**src/rtl/cscPkg.sv**
```systemverilog
package cscPkg;
  // matrix geometry: three rows, each with three weights and one offset
  localparam int NUM_CH  = 3;
  localparam int TERMS   = NUM_CH;
  localparam int ENTRIES = TERMS + 1;
  // fixed pipeline depth from input port to output register
  localparam int STAGES  = 3;

  // strobes issued by the control to the datapath
  typedef struct packed {
    logic              useLive;  // take the configuration from the ports this cycle
    logic [STAGES-1:0] stgEn;    // per-stage register enable (pixel present)
  } cscStrobe_t;
endpackage

```
**src/rtl/cscCtrl.sv**
```systemverilog
module cscCtrl
  import cscPkg::*;
(
  input  logic       clk,
  input  logic       rstN,
  input  logic       inValid,
  input  logic       inDe,
  output cscStrobe_t strobe,
  output logic       outValid,
  output logic       outDe
);
  localparam int WARM_W = $clog2(STAGES + 1);

  logic [STAGES-1:0] vPipe;
  logic [STAGES-1:0] dPipe;
  logic [WARM_W-1:0] warmCnt;  // edges since reset, saturating; arms the latency checks

  always_ff @(posedge clk) begin
    if (!rstN) begin
      vPipe   <= '0;
      dPipe   <= '0;
      warmCnt <= '0;
    end else begin
      vPipe <= {vPipe[STAGES-2:0], inValid};
      dPipe <= {dPipe[STAGES-2:0], inDe};
      if (warmCnt != WARM_W'(STAGES)) warmCnt <= warmCnt + WARM_W'(1);
    end
  end

  always_comb begin
    strobe.useLive = !inDe;
    strobe.stgEn   = {vPipe[STAGES-2:0], inValid};
  end

  assign outValid = vPipe[STAGES-1];
  assign outDe    = dPipe[STAGES-1];

  // valid and data enable leave exactly STAGES edges after they enter
  p_valid_latency_r1: assert property (@(posedge clk) disable iff (!rstN)
    (warmCnt == WARM_W'(STAGES)) |-> (outValid == $past(inValid, STAGES)));
  p_de_latency_r1: assert property (@(posedge clk) disable iff (!rstN)
    (warmCnt == WARM_W'(STAGES)) |-> (outDe == $past(inDe, STAGES)));
endmodule

```
**src/rtl/cscLane.sv**
```systemverilog
module cscLane
  import cscPkg::*;
#(
  parameter int DATA_W = 12,
  parameter int COEF_W = 13,
  parameter int FRAC_W = 12,
  parameter int MODE_W = 2
) (
  input  logic                          clk,
  input  logic                          rstN,
  input  cscStrobe_t                    strobe,
  input  logic [TERMS-1:0][DATA_W-1:0]  comps,
  input  logic [TERMS-1:0][COEF_W-1:0]  weights,
  input  logic [COEF_W-1:0]             offset,
  input  logic [MODE_W-1:0]             shift,
  output logic [DATA_W-1:0]             outComp
);
  localparam int MAX_SHIFT = (1 << MODE_W) - 2;
  localparam int PROD_W    = DATA_W + COEF_W + 1;
  localparam int ACC_W     = PROD_W + $clog2(TERMS) + MAX_SHIFT + 1;
  localparam logic signed [ACC_W-1:0] HALF    = ACC_W'(1 << (FRAC_W - 1));
  localparam logic signed [ACC_W-1:0] OUT_MAX = ACC_W'((1 << DATA_W) - 1);

  // stage 1: products and scaled offset
  logic signed [PROD_W-1:0] prodNext [TERMS];
  logic signed [PROD_W-1:0] prodS1   [TERMS];
  logic signed [ACC_W-1:0]  offNext;
  logic signed [ACC_W-1:0]  offS1;
  logic [MODE_W-1:0]        shiftS1;

  always_comb begin
    for (int j = 0; j < TERMS; j++) begin
      prodNext[j] = PROD_W'(signed'({1'b0, comps[j]})) * PROD_W'(signed'(weights[j]));
    end
    offNext = ACC_W'(signed'(offset)) <<< shift;
  end

  always_ff @(posedge clk) begin
    if (!rstN) begin
      for (int j = 0; j < TERMS; j++) prodS1[j] <= '0;
      offS1   <= '0;
      shiftS1 <= '0;
    end else if (strobe.stgEn[0]) begin
      for (int j = 0; j < TERMS; j++) prodS1[j] <= prodNext[j];
      offS1   <= offNext;
      shiftS1 <= shift;
    end
  end

  // stage 2: sum, scale, round, offset
  logic signed [ACC_W-1:0] sumS1;
  logic signed [ACC_W-1:0] scaled;
  logic signed [ACC_W-1:0] rndSum;
  logic signed [ACC_W-1:0] rounded;
  logic signed [ACC_W-1:0] resNext;
  logic signed [ACC_W-1:0] resS2;

  always_comb begin
    sumS1 = '0;
    for (int j = 0; j < TERMS; j++) sumS1 = sumS1 + ACC_W'(prodS1[j]);
    scaled  = sumS1 <<< shiftS1;
    rndSum  = scaled + HALF;
    rounded = rndSum >>> FRAC_W;
    resNext = rounded + offS1;
  end

  always_ff @(posedge clk) begin
    if (!rstN) resS2 <= '0;
    else if (strobe.stgEn[1]) resS2 <= resNext;
  end

  // stage 3: saturate into the unsigned output range
  always_ff @(posedge clk) begin
    if (!rstN) outComp <= '0;
    else if (strobe.stgEn[2]) begin
      if (resS2 < 0)            outComp <= '0;
      else if (resS2 > OUT_MAX) outComp <= '1;
      else                      outComp <= resS2[DATA_W-1:0];
    end
  end

  // saturation at both ends
  p_clamp_low_r5: assert property (@(posedge clk) disable iff (!rstN)
    (strobe.stgEn[2] && (resS2 < 0)) |=> (outComp == '0));
  p_clamp_high_r5: assert property (@(posedge clk) disable iff (!rstN)
    (strobe.stgEn[2] && (resS2 > OUT_MAX)) |=> (outComp == {DATA_W{1'b1}}));
  // the output register holds while no pixel leaves
  p_hold_r10: assert property (@(posedge clk) disable iff (!rstN)
    !strobe.stgEn[2] |=> $stable(outComp));
endmodule

```
**src/rtl/cscDatapath.sv**
```systemverilog
module cscDatapath
  import cscPkg::*;
#(
  parameter int DATA_W = 12,
  parameter int COEF_W = 13,
  parameter int FRAC_W = 12,
  parameter int MODE_W = 2
) (
  input  logic                              clk,
  input  logic                              rstN,
  input  cscStrobe_t                        strobe,
  input  logic [NUM_CH*DATA_W-1:0]          inPix,
  input  logic [NUM_CH*ENTRIES*COEF_W-1:0]  cfgCoef,
  input  logic [MODE_W-1:0]                 cfgMode,
  output logic [NUM_CH*DATA_W-1:0]          outPix
);
  localparam int CFG_W = NUM_CH * ENTRIES * COEF_W;
  localparam logic [MODE_W-1:0] MODE_TOP = '1;

  // working configuration, refreshed only while data enable is low
  logic [CFG_W-1:0]  activeCoef;
  logic [CFG_W-1:0]  effCoef;
  logic [MODE_W-1:0] activeMode;
  logic [MODE_W-1:0] effMode;
  logic [MODE_W-1:0] effShift;

  always_comb begin
    effCoef  = strobe.useLive ? cfgCoef : activeCoef;
    effMode  = strobe.useLive ? cfgMode : activeMode;
    // the top code is reserved and aliases the one below it
    effShift = (effMode == MODE_TOP) ? (MODE_TOP - MODE_W'(1)) : effMode;
  end

  always_ff @(posedge clk) begin
    if (!rstN) begin
      activeCoef <= '0;
      activeMode <= '0;
    end else begin
      activeCoef <= effCoef;
      activeMode <= effMode;
    end
  end

  logic [TERMS-1:0][DATA_W-1:0] comps;
  always_comb begin
    for (int j = 0; j < TERMS; j++) comps[j] = inPix[(TERMS-1-j)*DATA_W +: DATA_W];
  end

  for (genvar k = 0; k < NUM_CH; k++) begin : g_lane
    logic [TERMS-1:0][COEF_W-1:0] laneW;
    logic [COEF_W-1:0]            laneOff;
    logic [DATA_W-1:0]            laneOut;

    for (genvar j = 0; j < TERMS; j++) begin : g_term
      assign laneW[j] = effCoef[(k*ENTRIES+j)*COEF_W +: COEF_W];
    end
    assign laneOff = effCoef[(k*ENTRIES+TERMS)*COEF_W +: COEF_W];

    cscLane #(
      .DATA_W(DATA_W), .COEF_W(COEF_W), .FRAC_W(FRAC_W), .MODE_W(MODE_W)
    ) u_lane (
      .clk     (clk),
      .rstN    (rstN),
      .strobe  (strobe),
      .comps   (comps),
      .weights (laneW),
      .offset  (laneOff),
      .shift   (effShift),
      .outComp (laneOut)
    );

    assign outPix[(NUM_CH-1-k)*DATA_W +: DATA_W] = laneOut;
  end

  // the working set is frozen while active video is flowing
  p_freeze_r7: assert property (@(posedge clk) disable iff (!rstN)
    !strobe.useLive |=> ($stable(activeCoef) && $stable(activeMode)));
endmodule

```
**src/rtl/colorMatrix.sv**
```systemverilog
module colorMatrix
  import cscPkg::*;
#(
  parameter int DATA_W = 12,
  parameter int COEF_W = 13,
  parameter int FRAC_W = 12,
  parameter int MODE_W = 2
) (
  input  logic                              clk,
  input  logic                              rstN,
  input  logic                              inValid,
  input  logic                              inDe,
  input  logic [NUM_CH*DATA_W-1:0]          inPix,
  input  logic [NUM_CH*ENTRIES*COEF_W-1:0]  cfgCoef,
  input  logic [MODE_W-1:0]                 cfgMode,
  output logic                              outValid,
  output logic                              outDe,
  output logic [NUM_CH*DATA_W-1:0]          outPix
);
  cscStrobe_t strobe;

  cscCtrl u_ctrl (
    .clk      (clk),
    .rstN     (rstN),
    .inValid  (inValid),
    .inDe     (inDe),
    .strobe   (strobe),
    .outValid (outValid),
    .outDe    (outDe)
  );

  cscDatapath #(
    .DATA_W(DATA_W), .COEF_W(COEF_W), .FRAC_W(FRAC_W), .MODE_W(MODE_W)
  ) u_dp (
    .clk     (clk),
    .rstN    (rstN),
    .strobe  (strobe),
    .inPix   (inPix),
    .cfgCoef (cfgCoef),
    .cfgMode (cfgMode),
    .outPix  (outPix)
  );
endmodule

```
**config.mk**
```make
export PLATFORM = sky130hd
export DESIGN_NAME = colorMatrix
export DESIGN_NICKNAME = d
export VERILOG_FILES = /design/src/rtl/cscPkg.sv /design/src/rtl/cscCtrl.sv /design/src/rtl/cscLane.sv /design/src/rtl/cscDatapath.sv /design/src/rtl/colorMatrix.sv
export SDC_FILE = /design/constraint.sdc
export NUM_CORES = 2
export LEC_CHECK = 0
export ABC_AREA = 1
export ABC_CLOCK_PERIOD_IN_PS = 21300
export CORE_MARGIN = 8
export CORE_UTILIZATION = 70
export DETAILED_ROUTE_END_ITERATION = 6
export PLACE_DENSITY = 0.94
export SYNTH_ARGS = -nofsm -noshare
export SYNTH_HDL_FRONTEND = slang
export SYNTH_HIERARCHICAL = 1
export SYNTH_SLANG_ARGS = --single-unit
export TNS_END_PERCENT = 20
```
**constraint.sdc**
```tcl
create_clock -name clk -period 21.3 [get_ports clk]
set_clock_uncertainty 0.15 [all_clocks]
set_input_delay 3.195 -clock clk [delete_from_list [all_inputs] [get_ports clk]]
set_output_delay 3.195 -clock clk [all_outputs]
set_load 0.01 [all_outputs]
```
==> results by group <==
Setup path
  – Worst Path Required: 21.57 ns
  – Crit end category: flop
  – CP Class: input pin to flop
  – Critical path data arrival time: 11.69 ns
  – Worst Setup Start Kind: input pin
  – Crit Path Max Fanout: 115

Clock network
  – CTS tree: yes
  – Clk buf depth: 3
  – CTS root buf: clkbuf_16
  – CTS buffer count: 72
  – Hold buffer count at CTS: 0
  – # clock sinks: 581
  – Skew-Pair Late Insertion Delay: 0.67 ns
  – CTS H-Tree Depth: 3
  – Setup Fix Bufs, Post-CTS: 0
  – Post-cts sizing count: 0
  – CTS clk-pin slew, worst paths: 0.07 ns

Place
  – IO buf count: 235
  – Final GP Congestion: 0.990
  – DP Area: 87,200 um2
  – Pre-CTS setup slack: 9.46 ns
  – HPWL Detailed: 193 mm

Logic synthesis
  – Biggest area consumer among synthesized cells: fa_1
  – EDFF count, synth: 234
  – Post-synth design cell area: 84,000 um2
  – Syn Area/Cell: 7.58 um2
  – Multiplexer area fraction after synthesis: 0%
  – Post-synthesis compound-gate area fraction: 8.13%
  – Post-Syn Instances: 11,082
  – Adder-cell share of the synthesized area: 40.4%
  – Post-Synth Simple-Gate Area: 21.2%
  – Synth top area share: 25.4%
  – Post-synthesis sequential area ratio: 16.6%
  – Dominant synthesized flop cell: dfxtp_1
  – Syn nets: 13,350
  – Asr flop ratio synth: 0%
  – FF+latch count, synth: 581
  – Post-synth cell types: 63
  – Area contributors post-synth: fa_1 (25%), ha_1 (15%), nand2_1 (14%), inv_1 (10%), edfxtp_1 (8.4%)
  – Yosys Warn Count: 6
  – Largest family of logic cells by synthesized area: adder cells
  – XOR/XNOR share of the synthesized area: 1.15%

Global route
  – Grt total ovfl: 0
  – Vias in the first global route: 76,904
  – Total track usage: 37.2%
  – Largest net degree at the start of global routing: 116
  – Initial antenna violation count: 4
  – First-pass GRT wire length: 393 mm

Timing
  – Worst Tran Pin Value: 1.37 ns
  – Period utilization: 53.6%
  – Maximum operating frequency: 0.0876 GHz
  – Pins over their slew limit: 0
  – Hold_ws: 0.285 ns
  – Sum of negative setup slack: 0 ns
  – Max-slew headroom: 8.42%
  – Tmin final: 11.42 ns
  – Min setup slack post-route: 9.88 ns
  – RSZ-0062 raised after global routing: no
  – Endpoints failing hold: 0
  – Final setup fails: 0

Floorplanning
  – Die height: 362 um
  – Die ar.: 131,000 um2
  – Initial Util: 70.3%
  – Core area: 119,000 um2
  – Num ports: 236
  – Row cnt: 127
  – Die X: 362 um

Power
  – VDD IR max: 88.6 uV
  – Leakage: 50.1 nW
  – Pwr Density: 125 nW/um2

Routing
  – Vias: 74,084
  – Router iterations before antenna repair: 7
  – Drt drc: 1
  – Via density: 5.81
  – DRT antenna net count: 0
  – Drt wl/cell: 19.4 um
  – First DRT Iteration DRCs: 7,002
  – Drt total wl: 247 mm

Outcome
  – Status: finished, violations left
  – Failing checks: design-rule violations

Finish
  – Most frequent cells in the layout: nand2_1 (3,042), inv_1 (2,333), fa_1 (1,068)
  – Final Net Count: 13,338
  – Fill cells: 8,726
  – Layout cells sized above 1: 3.80%
  – Commonest non-fill, non-tap cell in the layout: nand2_1
  – Final instance area: 89,600 um2
  – Area delta synth->final: 6.68%

Run
  – Max-cap violation count: 0

Hold path
  – HP Class: flop to flop
-- synth_stat cells (19+ instances only) --
cell type and n:
a21o_1 21, o21ai_0 377, a31oi_1 25, a21oi_1 671, nor2_2 24, o21ai_1 19
nand3_1 461, o211ai_1 21, fa_1 1068, nor3_1 34, inv_1 2337, nor2_1 475
or2_2 79, edfxtp_1 234, buf_2 32, nand2_2 37, o21a_1 30, ha_1 1002
clkbuf_1 315, dfxtp_1 347, nand4_1 53, inv_2 23, o21bai_1 23, nand2_1 3042
xnor2_1 42, xor2_1 68
-- final cells by class --
class                      instances  area [um2]  area share, %
multi-input combinational       7746       59500           66.4
clock buffer                      90        1970           2.20
inverter                        2372        8920           9.95
sequential                       581       14000           15.6
tap                             1612        2020           2.25
timing repair buffer             297        2780           3.10
clock inverter                    38         402          0.448
antenna                            8        20.0         0.0223
-- where the power goes --
group / leakage, nW / switching (mW) / internal [mW]
Combinational: 43.5 / 5.45 / 2.91
Clock: 1.14 / 0.543 / 0.725
Sequential: 5.44 / 0.170 / 1.40
Total: 50.1 / 6.17 / 5.03
-- metrics by stage --
| stage | utilization (%) | instances | total power, mW |
|---|---|---|---|
| detailed placement | 73.0 | 12608 | 9.71 |
| finish | 75.0 | 12744 | 11.2 |
| global route | 75.0 | 12736 | 12.3 |
| CTS | 75.0 | 12736 | 11.1 |
| floorplan | - | 11082 | 7.56 |
| global placement | 73.0 | 12608 | 9.47 |
-- final timing paths --
check	startpoint	to	slack, ns	cells after the start
worst max register to register	u_dp/activeCoef[12]$_SDFF_PN0_	u_dp/g_lane[0].u_lane/prodS1[0][23]$_SDFFCE_PN0P_	14.46	24
worst min register to register	u_ctrl/dPipe[0]$_SDFF_PN0_	u_ctrl/dPipe[1]$_SDFF_PN0_	0.28	2
worst min-delay path	u_ctrl/dPipe[0]$_SDFF_PN0_	u_ctrl/dPipe[1]$_SDFF_PN0_	0.28	2
worst max-delay path	inDe	u_dp/g_lane[0].u_lane/prodS1[0][23]$_SDFFCE_PN0P_	9.88	28
-- state kept, by name, indices dropped and copies added (netlist names) --
signal                      count
u_dp/g_lane.u_lane/prodS1     234
u_dp/activeCoef               156
u_dp/g_lane.u_lane/resS2       93
u_dp/g_lane.u_lane/offS1       48
u_dp/g_lane.u_lane/outComp     36
u_dp/g_lane.u_lane/shiftS1      6
u_ctrl/dPipe                    3
u_ctrl/vPipe                    3
u_dp/activeMode                 2
-- kinds of logic after synthesis --
family,Yosys count
AND/OR/NAND/NOR,4302
buffers and inverters,2755
adder cells (fa/ha/maj),2070
AO/OA/AOI/OAI,1264
flip-flops,581
XOR/XNOR,110
-- worst max-delay path, cell delays in order --
cell and delay, ns:
clkdlybuf4s50_1 0.56, inv_6 0.20, inv_6 0.78, buf_4 0.62
nand2_1 0.15, nand2_1 0.20, inv_1 0.19, or2_2 0.33
fa_1 0.52, fa_1 0.59, inv_1 0.07, fa_1 0.56
inv_1 0.08, fa_1 0.57, inv_1 0.08, fa_1 0.57
fa_1 0.45, ha_1 0.40, a21oi_1 0.20, o21ai_0 0.17
a21boi_0 0.20, inv_1 0.09, nand2_1 0.06, nand2_1 0.07
a21boi_0 0.28, o21ai_0 0.16, nor2_1 0.13, nor2_1 0.06
-- per-layer routing --
metal  GRT usage, %  up-vias  share of wire (%)  routed length (um)
li1               -    34015                  -                   -
met5              0        -             0.0053                  13
met1           43.4    35211                 36               89600
met3           6.58     1067                8.4               20800
met4           23.3        2                7.4               18200
met2           63.5     3789                 48              118000
Power figures use the tool's default switching activity.
